[src/rtl/hsl_pkg.sv]
package hsl_pkg;

  typedef enum logic [1:0] {
    HS_OFF  = 2'd0,
    HS_INIT = 2'd1,
    HS_WAIT = 2'd2,
    HS_LINK = 2'd3
  } hs_state_e;

  localparam int HS_NLINES = 4;

  typedef struct packed {
    logic card_sda;
    logic card_scl;
    logic bp_sda;
    logic bp_scl;
  } hs_lines_t;

endpackage

[src/rtl/hsl_sync.sv]
module hsl_sync #(
  parameter int WIDTH  = 4,
  parameter int STAGES = 2
) (
  input  logic             clk,
  input  logic             rst_n,
  input  logic [WIDTH-1:0] async_i,
  output logic [WIDTH-1:0] sync_o
);
  logic [WIDTH-1:0] chain_q [STAGES];

  // Lines idle high, so every stage resets to 1.
  generate
    for (genvar st = 0; st < STAGES; st++) begin : g_stage
      if (st == 0) begin : g_first
        always_ff @(posedge clk or negedge rst_n) begin
          if (!rst_n) chain_q[st] <= '1;
          else        chain_q[st] <= async_i;
        end
      end else begin : g_next
        always_ff @(posedge clk or negedge rst_n) begin
          if (!rst_n) chain_q[st] <= '1;
          else        chain_q[st] <= chain_q[st-1];
        end
      end
    end
  endgenerate

  assign sync_o = chain_q[STAGES-1];
endmodule

[src/rtl/hsl_bus_watch.sv]
module hsl_bus_watch
  import hsl_pkg::*;
#(
  parameter int IDLE_CYC = 8
) (
  input  logic      clk,
  input  logic      rst_n,
  input  logic      arm_i,
  input  hs_lines_t lines_i,
  output logic      idle_hit_o,
  output logic      stop_hit_o
);
  localparam int CW = (IDLE_CYC < 2) ? 1 : $clog2(IDLE_CYC);
  localparam logic [CW-1:0] LAST = CW'(IDLE_CYC - 1);

  logic [CW-1:0] idle_cnt_q;
  hs_lines_t     prev_q;
  logic          all_hi;

  assign all_hi = &lines_i;

  // Consecutive all-high cycles seen while armed.
  always_ff @(posedge clk or negedge rst_n) begin
    if (!rst_n)                  idle_cnt_q <= '0;
    else if (!arm_i || !all_hi)  idle_cnt_q <= '0;
    else if (idle_cnt_q != LAST) idle_cnt_q <= idle_cnt_q + 1'b1;
  end

  // Previous synchronized sample, for edge detection.
  always_ff @(posedge clk or negedge rst_n) begin
    if (!rst_n) prev_q <= '1;
    else        prev_q <= lines_i;
  end

  assign idle_hit_o = arm_i && all_hi && (idle_cnt_q == LAST);
  // Card data rising while the card clock stays high, every line high now.
  assign stop_hit_o = arm_i && all_hi && !prev_q.card_sda && prev_q.card_scl;

  // any low line during the armed wait clears the count.
  p_idle_clr_r6: assert property (@(posedge clk) disable iff (!rst_n)
    (arm_i && !all_hi) |=> (idle_cnt_q == '0));

  // a stop needs the card clock high in the previous and current samples.
  p_stop_clk_r7: assert property (@(posedge clk) disable iff (!rst_n)
    stop_hit_o |-> ($past(lines_i.card_scl) && lines_i.card_scl));

  // a stop needs the card data low in the previous sample.
  p_stop_src_r8: assert property (@(posedge clk) disable iff (!rst_n)
    stop_hit_o |-> !$past(lines_i.card_sda));
endmodule

[src/rtl/hsl_fsm.sv]
module hsl_fsm
  import hsl_pkg::*;
#(
  parameter int INIT_CYC = 4
) (
  input  logic      clk,
  input  logic      rst_n,
  input  logic      en_i,
  input  logic      pwr_i,
  input  logic      idle_hit_i,
  input  logic      stop_hit_i,
  output hs_state_e state_o,
  output logic      arm_o
);
  localparam int CW = (INIT_CYC < 2) ? 1 : $clog2(INIT_CYC);
  localparam logic [CW-1:0] LAST = CW'(INIT_CYC - 1);

  hs_state_e     state_q, state_d;
  logic [CW-1:0] init_cnt_q;
  logic          live;

  assign live = en_i && pwr_i;

  always_comb begin
    state_d = state_q;
    if (!live) begin
      state_d = HS_OFF;
    end else begin
      unique case (state_q)
        HS_OFF:  state_d = HS_INIT;
        HS_INIT: if (init_cnt_q == LAST) state_d = HS_WAIT;
        HS_WAIT: if (idle_hit_i || stop_hit_i) state_d = HS_LINK;
        HS_LINK: state_d = HS_LINK;
        default: state_d = HS_OFF;
      endcase
    end
  end

  always_ff @(posedge clk or negedge rst_n) begin
    if (!rst_n) state_q <= HS_OFF;
    else        state_q <= state_d;
  end

  always_ff @(posedge clk or negedge rst_n) begin
    if (!rst_n)                 init_cnt_q <= '0;
    else if (state_q != HS_INIT) init_cnt_q <= '0;
    else if (init_cnt_q != LAST) init_cnt_q <= init_cnt_q + 1'b1;
  end

  assign state_o = state_q;
  assign arm_o   = (state_q == HS_WAIT);

  // losing enable or power always lands in OFF.
  p_drop_off_r2: assert property (@(posedge clk) disable iff (!rst_n)
    (!en_i || !pwr_i) |=> (state_q == HS_OFF));

  // WAIT is only entered from INIT.
  p_wait_from_init_r3: assert property (@(posedge clk) disable iff (!rst_n)
    (state_q == HS_WAIT && $past(state_q) != HS_WAIT) |-> ($past(state_q) == HS_INIT));

  // the link is only made from the armed wait.
  p_link_from_wait_r4: assert property (@(posedge clk) disable iff (!rst_n)
    $rose(state_q == HS_LINK) |-> ($past(state_q) == HS_WAIT));

  // the link holds while enable and power stay up.
  p_link_hold_r10: assert property (@(posedge clk) disable iff (!rst_n)
    (state_q == HS_LINK && live) |=> (state_q == HS_LINK));
endmodule

[src/rtl/hotswap_link_ctrl.sv]
module hotswap_link_ctrl
  import hsl_pkg::*;
#(
  parameter int INIT_CYC    = 4,
  parameter int IDLE_CYC    = 8,
  parameter int SYNC_STAGES = 2
) (
  input  logic       clk,
  input  logic       rst_n,
  input  logic       en_i,
  input  logic       pwr_good_i,
  input  logic       card_sda_i,
  input  logic       card_scl_i,
  input  logic       bp_sda_i,
  input  logic       bp_scl_i,
  output logic       link_o,
  output logic       precharge_o,
  output logic [1:0] state_o
);
  hs_lines_t raw_lines, sync_lines;
  hs_state_e state;
  logic      arm, idle_hit, stop_hit;

  assign raw_lines = '{card_sda: card_sda_i, card_scl: card_scl_i,
                       bp_sda: bp_sda_i, bp_scl: bp_scl_i};

  hsl_sync #(.WIDTH(HS_NLINES), .STAGES(SYNC_STAGES)) u_sync (
    .clk     (clk),
    .rst_n   (rst_n),
    .async_i (raw_lines),
    .sync_o  (sync_lines)
  );

  hsl_bus_watch #(.IDLE_CYC(IDLE_CYC)) u_watch (
    .clk        (clk),
    .rst_n      (rst_n),
    .arm_i      (arm),
    .lines_i    (sync_lines),
    .idle_hit_o (idle_hit),
    .stop_hit_o (stop_hit)
  );

  hsl_fsm #(.INIT_CYC(INIT_CYC)) u_fsm (
    .clk        (clk),
    .rst_n      (rst_n),
    .en_i       (en_i),
    .pwr_i      (pwr_good_i),
    .idle_hit_i (idle_hit),
    .stop_hit_i (stop_hit),
    .state_o    (state),
    .arm_o      (arm)
  );

  assign state_o     = state;
  assign link_o      = (state == HS_LINK);
  assign precharge_o = (state == HS_INIT) || (state == HS_WAIT);

  // precharge ends by connecting when enable and power stayed up.
  p_prech_handover_r9: assert property (@(posedge clk) disable iff (!rst_n)
    ($fell(precharge_o) && $past(en_i) && $past(pwr_good_i)) |-> link_o);

  // with power absent the outputs stay released from the next edge on.
  p_nopwr_quiet_r1: assert property (@(posedge clk) disable iff (!rst_n)
    !pwr_good_i |=> (!link_o && !precharge_o));
endmodule

[config.mk]
export PLATFORM = sky130hd
export DESIGN_NAME = hotswap_link_ctrl
export DESIGN_NICKNAME = d
export VERILOG_FILES = /design/src/rtl/hsl_pkg.sv /design/src/rtl/hsl_sync.sv /design/src/rtl/hsl_bus_watch.sv /design/src/rtl/hsl_fsm.sv /design/src/rtl/hotswap_link_ctrl.sv
export SDC_FILE = /design/constraint.sdc
export NUM_CORES = 1
export LEC_CHECK = 0
export ABC_AREA = 1
export BUFFER_PORTS_ARGS = -buffer_cell sky130_fd_sc_hd__buf_2
export CAP_MARGIN = 20
export CELL_PAD_IN_SITES_DETAIL_PLACEMENT = 0
export CELL_PAD_IN_SITES_GLOBAL_PLACEMENT = 1
export CORE_ASPECT_RATIO = 0.6
export CORE_MARGIN = 4
export CORE_UTILIZATION = 25
export CTS_CLUSTER_DIAMETER = 150
export DETAILED_ROUTE_END_ITERATION = 6
export PLACE_DENSITY_LB_ADDON = 0.25
export SLEW_MARGIN = 20
export SYNTH_ARGS = -nofsm -noshare
export SYNTH_HDL_FRONTEND = slang
export SYNTH_SLANG_ARGS = --single-unit
[constraint.sdc]
create_clock -name clk -period 2 [get_ports clk]
set_clock_uncertainty 0.15 [all_clocks]
set_input_delay 0.3 -clock clk [delete_from_list [all_inputs] [get_ports clk]]
set_output_delay 0.3 -clock clk [all_outputs]
set_load 0.05 [all_outputs]
==> summary.md <==
| Metric | Value |
|---|---|
| Final nets | `slightly below 100` |
| Critical path class | `flop to output port` |
| Power share of the combinational group | `0.118` |
| Fin crit share | `0.860` |
| Resize count post-CTS | `0` |
| TritonCTS Buffers | `3` |
| Min Tclk post-route | `about 1.7 ns` |
| Wirelength per Cell | `8.78 um` |
| Synth Cell Area | `roughly 700 um2` |
| CP max stage cell | `dfrtp_1` |
| R2R depth | `8` |
| Total Power | `721 uW` |
| Sw Pwr | `approximately 170 uW` |
| Rel. slew slack | `0.763` |
| Worst-Skew Late Latency | `about 0.24 ns` |
| Worst slack at placement | `~0.46 ns` |
| Clock network fraction of design power | `0.338` |
| Pre-Repair DR Iteration Count | `2` |
| Net Sw Frac | `0.241` |
| Synth Net Count | `78` |
| H-tree depth | `1` |
| Rows | `14` |
| Cell Chain, Critical Path | `inv_1 -> ha_1 -> buf_2` |
| Overflow after GRT | `0` |
| WP buf/inv | `2` |
| Number of synthesized register bits | `17` |
| Tot GR Track Use | `0.0673` |
| Hold Crit Depth | `0` |
| Post-synth EDFFs | `0` |
| Yosys top cell area share | `0.374` |
| Startpoint Class | `flop` |
| ANT cells | `0` |
| Core area | `~2600 um2` |
| Static Leak | `approximately 0.44 nW` |
| Async SR Flop Fraction | `1.00` |
| Clock root cell | `clkbuf_8` |
| Most used DFF post-synth | `dfstp_2` |
| Post-Place Cells | `106` |
| Slowest Stage Delay on Critical Path | `0.42 ns` |
| Crit path max fanout | `5` |
| Vias | `450` |
| Dominant cell type by area after synthesis | `dfstp_2` |
| Total stage count of the critical path | `3` |
| Area grow syn2layout | `27.2%` |
| Final Worst Setup Slack | `0.279 ns` |
| Clk pin slew, worst setup/hold paths | `0.06 ns` |
| Hold Violations, Final | `0` |
| Yosys warnings | `0` |
| Maximum clock frequency | `a little under 600 MHz` |
| Unrepaired setup endpoints after global routing | `no` |
| Placer Congestion | `0.712` |
| CP delay by family, top | `flip-flops` |
| Setup-failing EPs final | `0` |
| Die width | `between 70 and 80 um` |
| HP Class | `flop to flop` |
| PwrDens | `~800 nW/um2` |
| Antenna-violating nets left | `0` |
| Share of cells above drive strength 1 | `0.386` |
| Sink Count | `17` |
| Sequential area share after synthesis | `0.623` |
| Post-route DRC | `0` |
| Max-cap violations | `0` |
| Slew @ Worst Pin | `about 0.36 ns` |
| Longest Clk Path Bufs | `2` |
| Die height | `49.1 um` |
| Sequential Power Share | `0.544` |
| Data required time of the worst path | `between 1.5 and 2 ns` |
| Worst hold slack | `approximately 0.21 ns` |
| CP arrival | `1.27 ns` |
| Crit. End Element | `output port` |
| Final cell count without fillers | `~120` |
| Die area | `~3800 um2` |
| Detailed Route Iter0 Violations | `16` |
| Unique masters post-synth | `14` |
| # IOs | `12` |
| Final Max Tran Viols | `0` |
| First-pass GRT wire length | `~1.9 mm` |
| Status | `complete, no violations` |
| IO buf count | `11` |
| Syn Area/Cell | `about 11 um2` |
| Initial core utilization | `0.271` |
| TritonCTS clock tree | `done` |
| Vias per cell | `about 3.9` |
| Largest net degree at the start of global routing | `18` |
| Internal cell power | `~550 uW` |
| Setup TNS | `0 ns` |
| Vias in the first global route | `about 450` |
| Final WL | `1.01 mm` |
| Max VDD drop | `about 0.35 mV` |
| Final HPWL from detailed placement | `797 um` |
| Initial antenna violation count | `0` |
| Top post-synthesis cells by area | `dfstp_2 (37%), dfrtp_1 (25%), ha_1 (12%)` |
| Syn Inst Count | `63` |
-- stage by stage --
stage          cell area, um2  utilization
6_report                  895        0.345
5_1_grt                   895        0.345
4_1_cts                   895        0.345
3_5_place_dp              798        0.308
3_3_place_gp              798        0.308
2_1_floorplan             703            -
-- cell families after synthesis --
family	after synthesis	share of synthesized area
simple gates	27	0.174
flops	17	0.623
buf+inv	7	0.0374
fa+ha+maj	7	0.125
compound gates	4	0.0285
xor+xnor	1	0.0125
-- cells in the mapped netlist, types with 2 or more instances --
cell,number
nand2_1,14
dfstp_2,10
dfrtp_1,7
ha_1,7
inv_1,5
nand3_1,4
nor2_1,4
a21oi_1,3
inv_2,2
nand2_2,2
nor2_2,2
-- sequential cells by signal (all words and copies together) (netlist names) --
name / flops
u_fsm.init_cnt_q: 2
u_fsm.state_o: 2
u_sync.chain_q: 4
u_sync.sync_o: 4
u_watch.idle_cnt_q: 3
u_watch.prev_q: 2
-- worst register-to-register path: stages (launching register included) --
cell     delay [ns]
dfrtp_1        0.39
ha_1           0.20
ha_1           0.23
inv_2          0.08
o21ai_1        0.06
nand2_1        0.07
nand3_2        0.08
nand3_1        0.09
nand2_1        0.07
-- what timing repair did --
action                    in CTS  in global routing
setup buffers                  0                  0
hold buffers                   5                  0
hold endpoints to repair      11                  0
-- metal layers --
metal  wire [um]  global-route usage  share of wire
met2         405              0.0875           0.40
met4           0              0.0181              0
met3          71              0.0443          0.070
met5           0                   0              0
met1         532              0.0896           0.53
-- layout by cell type, fill, tap and decap left out, drive strengths merged --
cell type    count
nand3            5
ha               7
xor2             1
clkinv           1
nand2           16
o21ai            1
clkbuf           3
inv              7
dfrtp            7
a21oi            3
dfstp           10
buf             11
nor2             6
dlygate4sd3      5
-- area by class of cell --
| cell class | instances | area, um2 |
|---|---|---|
| fill | 269 | 1700 |
| inverter | 7 | 26.3 |
| clock buffer | 3 | 41.3 |
| multi-input combinational | 39 | 239 |
| sequential | 17 | 438 |
| tap | 32 | 40.0 |
| timing repair buffer | 16 | 105 |
| clock inverter | 1 | 5.00 |
-- power by group through the flow --
stage	Combinational [mW]	Sequential [mW]	Clock, mW
after CTS	0.0877	0.392	0.259
after global routing	0.0985	0.397	0.274
after detailed placement	0.0800	0.398	0
after floorplan	0.0477	0.404	0
after global placement	0.0799	0.398	0
final	0.0849	0.392	0.244
-- final timing paths --
check	startpoint	slack [ns]	to
min reg2reg	u_sync.chain_q[7]	0.21	u_sync.sync_o[3]
max reg2reg	u_watch.idle_cnt_q[0]	0.45	u_fsm.state_o[0]
max in group asynchronous	rst_n	1.05	u_sync.chain_q[7]
min	u_sync.chain_q[7]	0.21	u_sync.sync_o[3]
max	u_fsm.state_o[0]	0.28	precharge_o
min in group asynchronous	rst_n	0.35	u_watch.idle_cnt_q[2]
No activity file was read; power rests on OpenSTA's default activity.
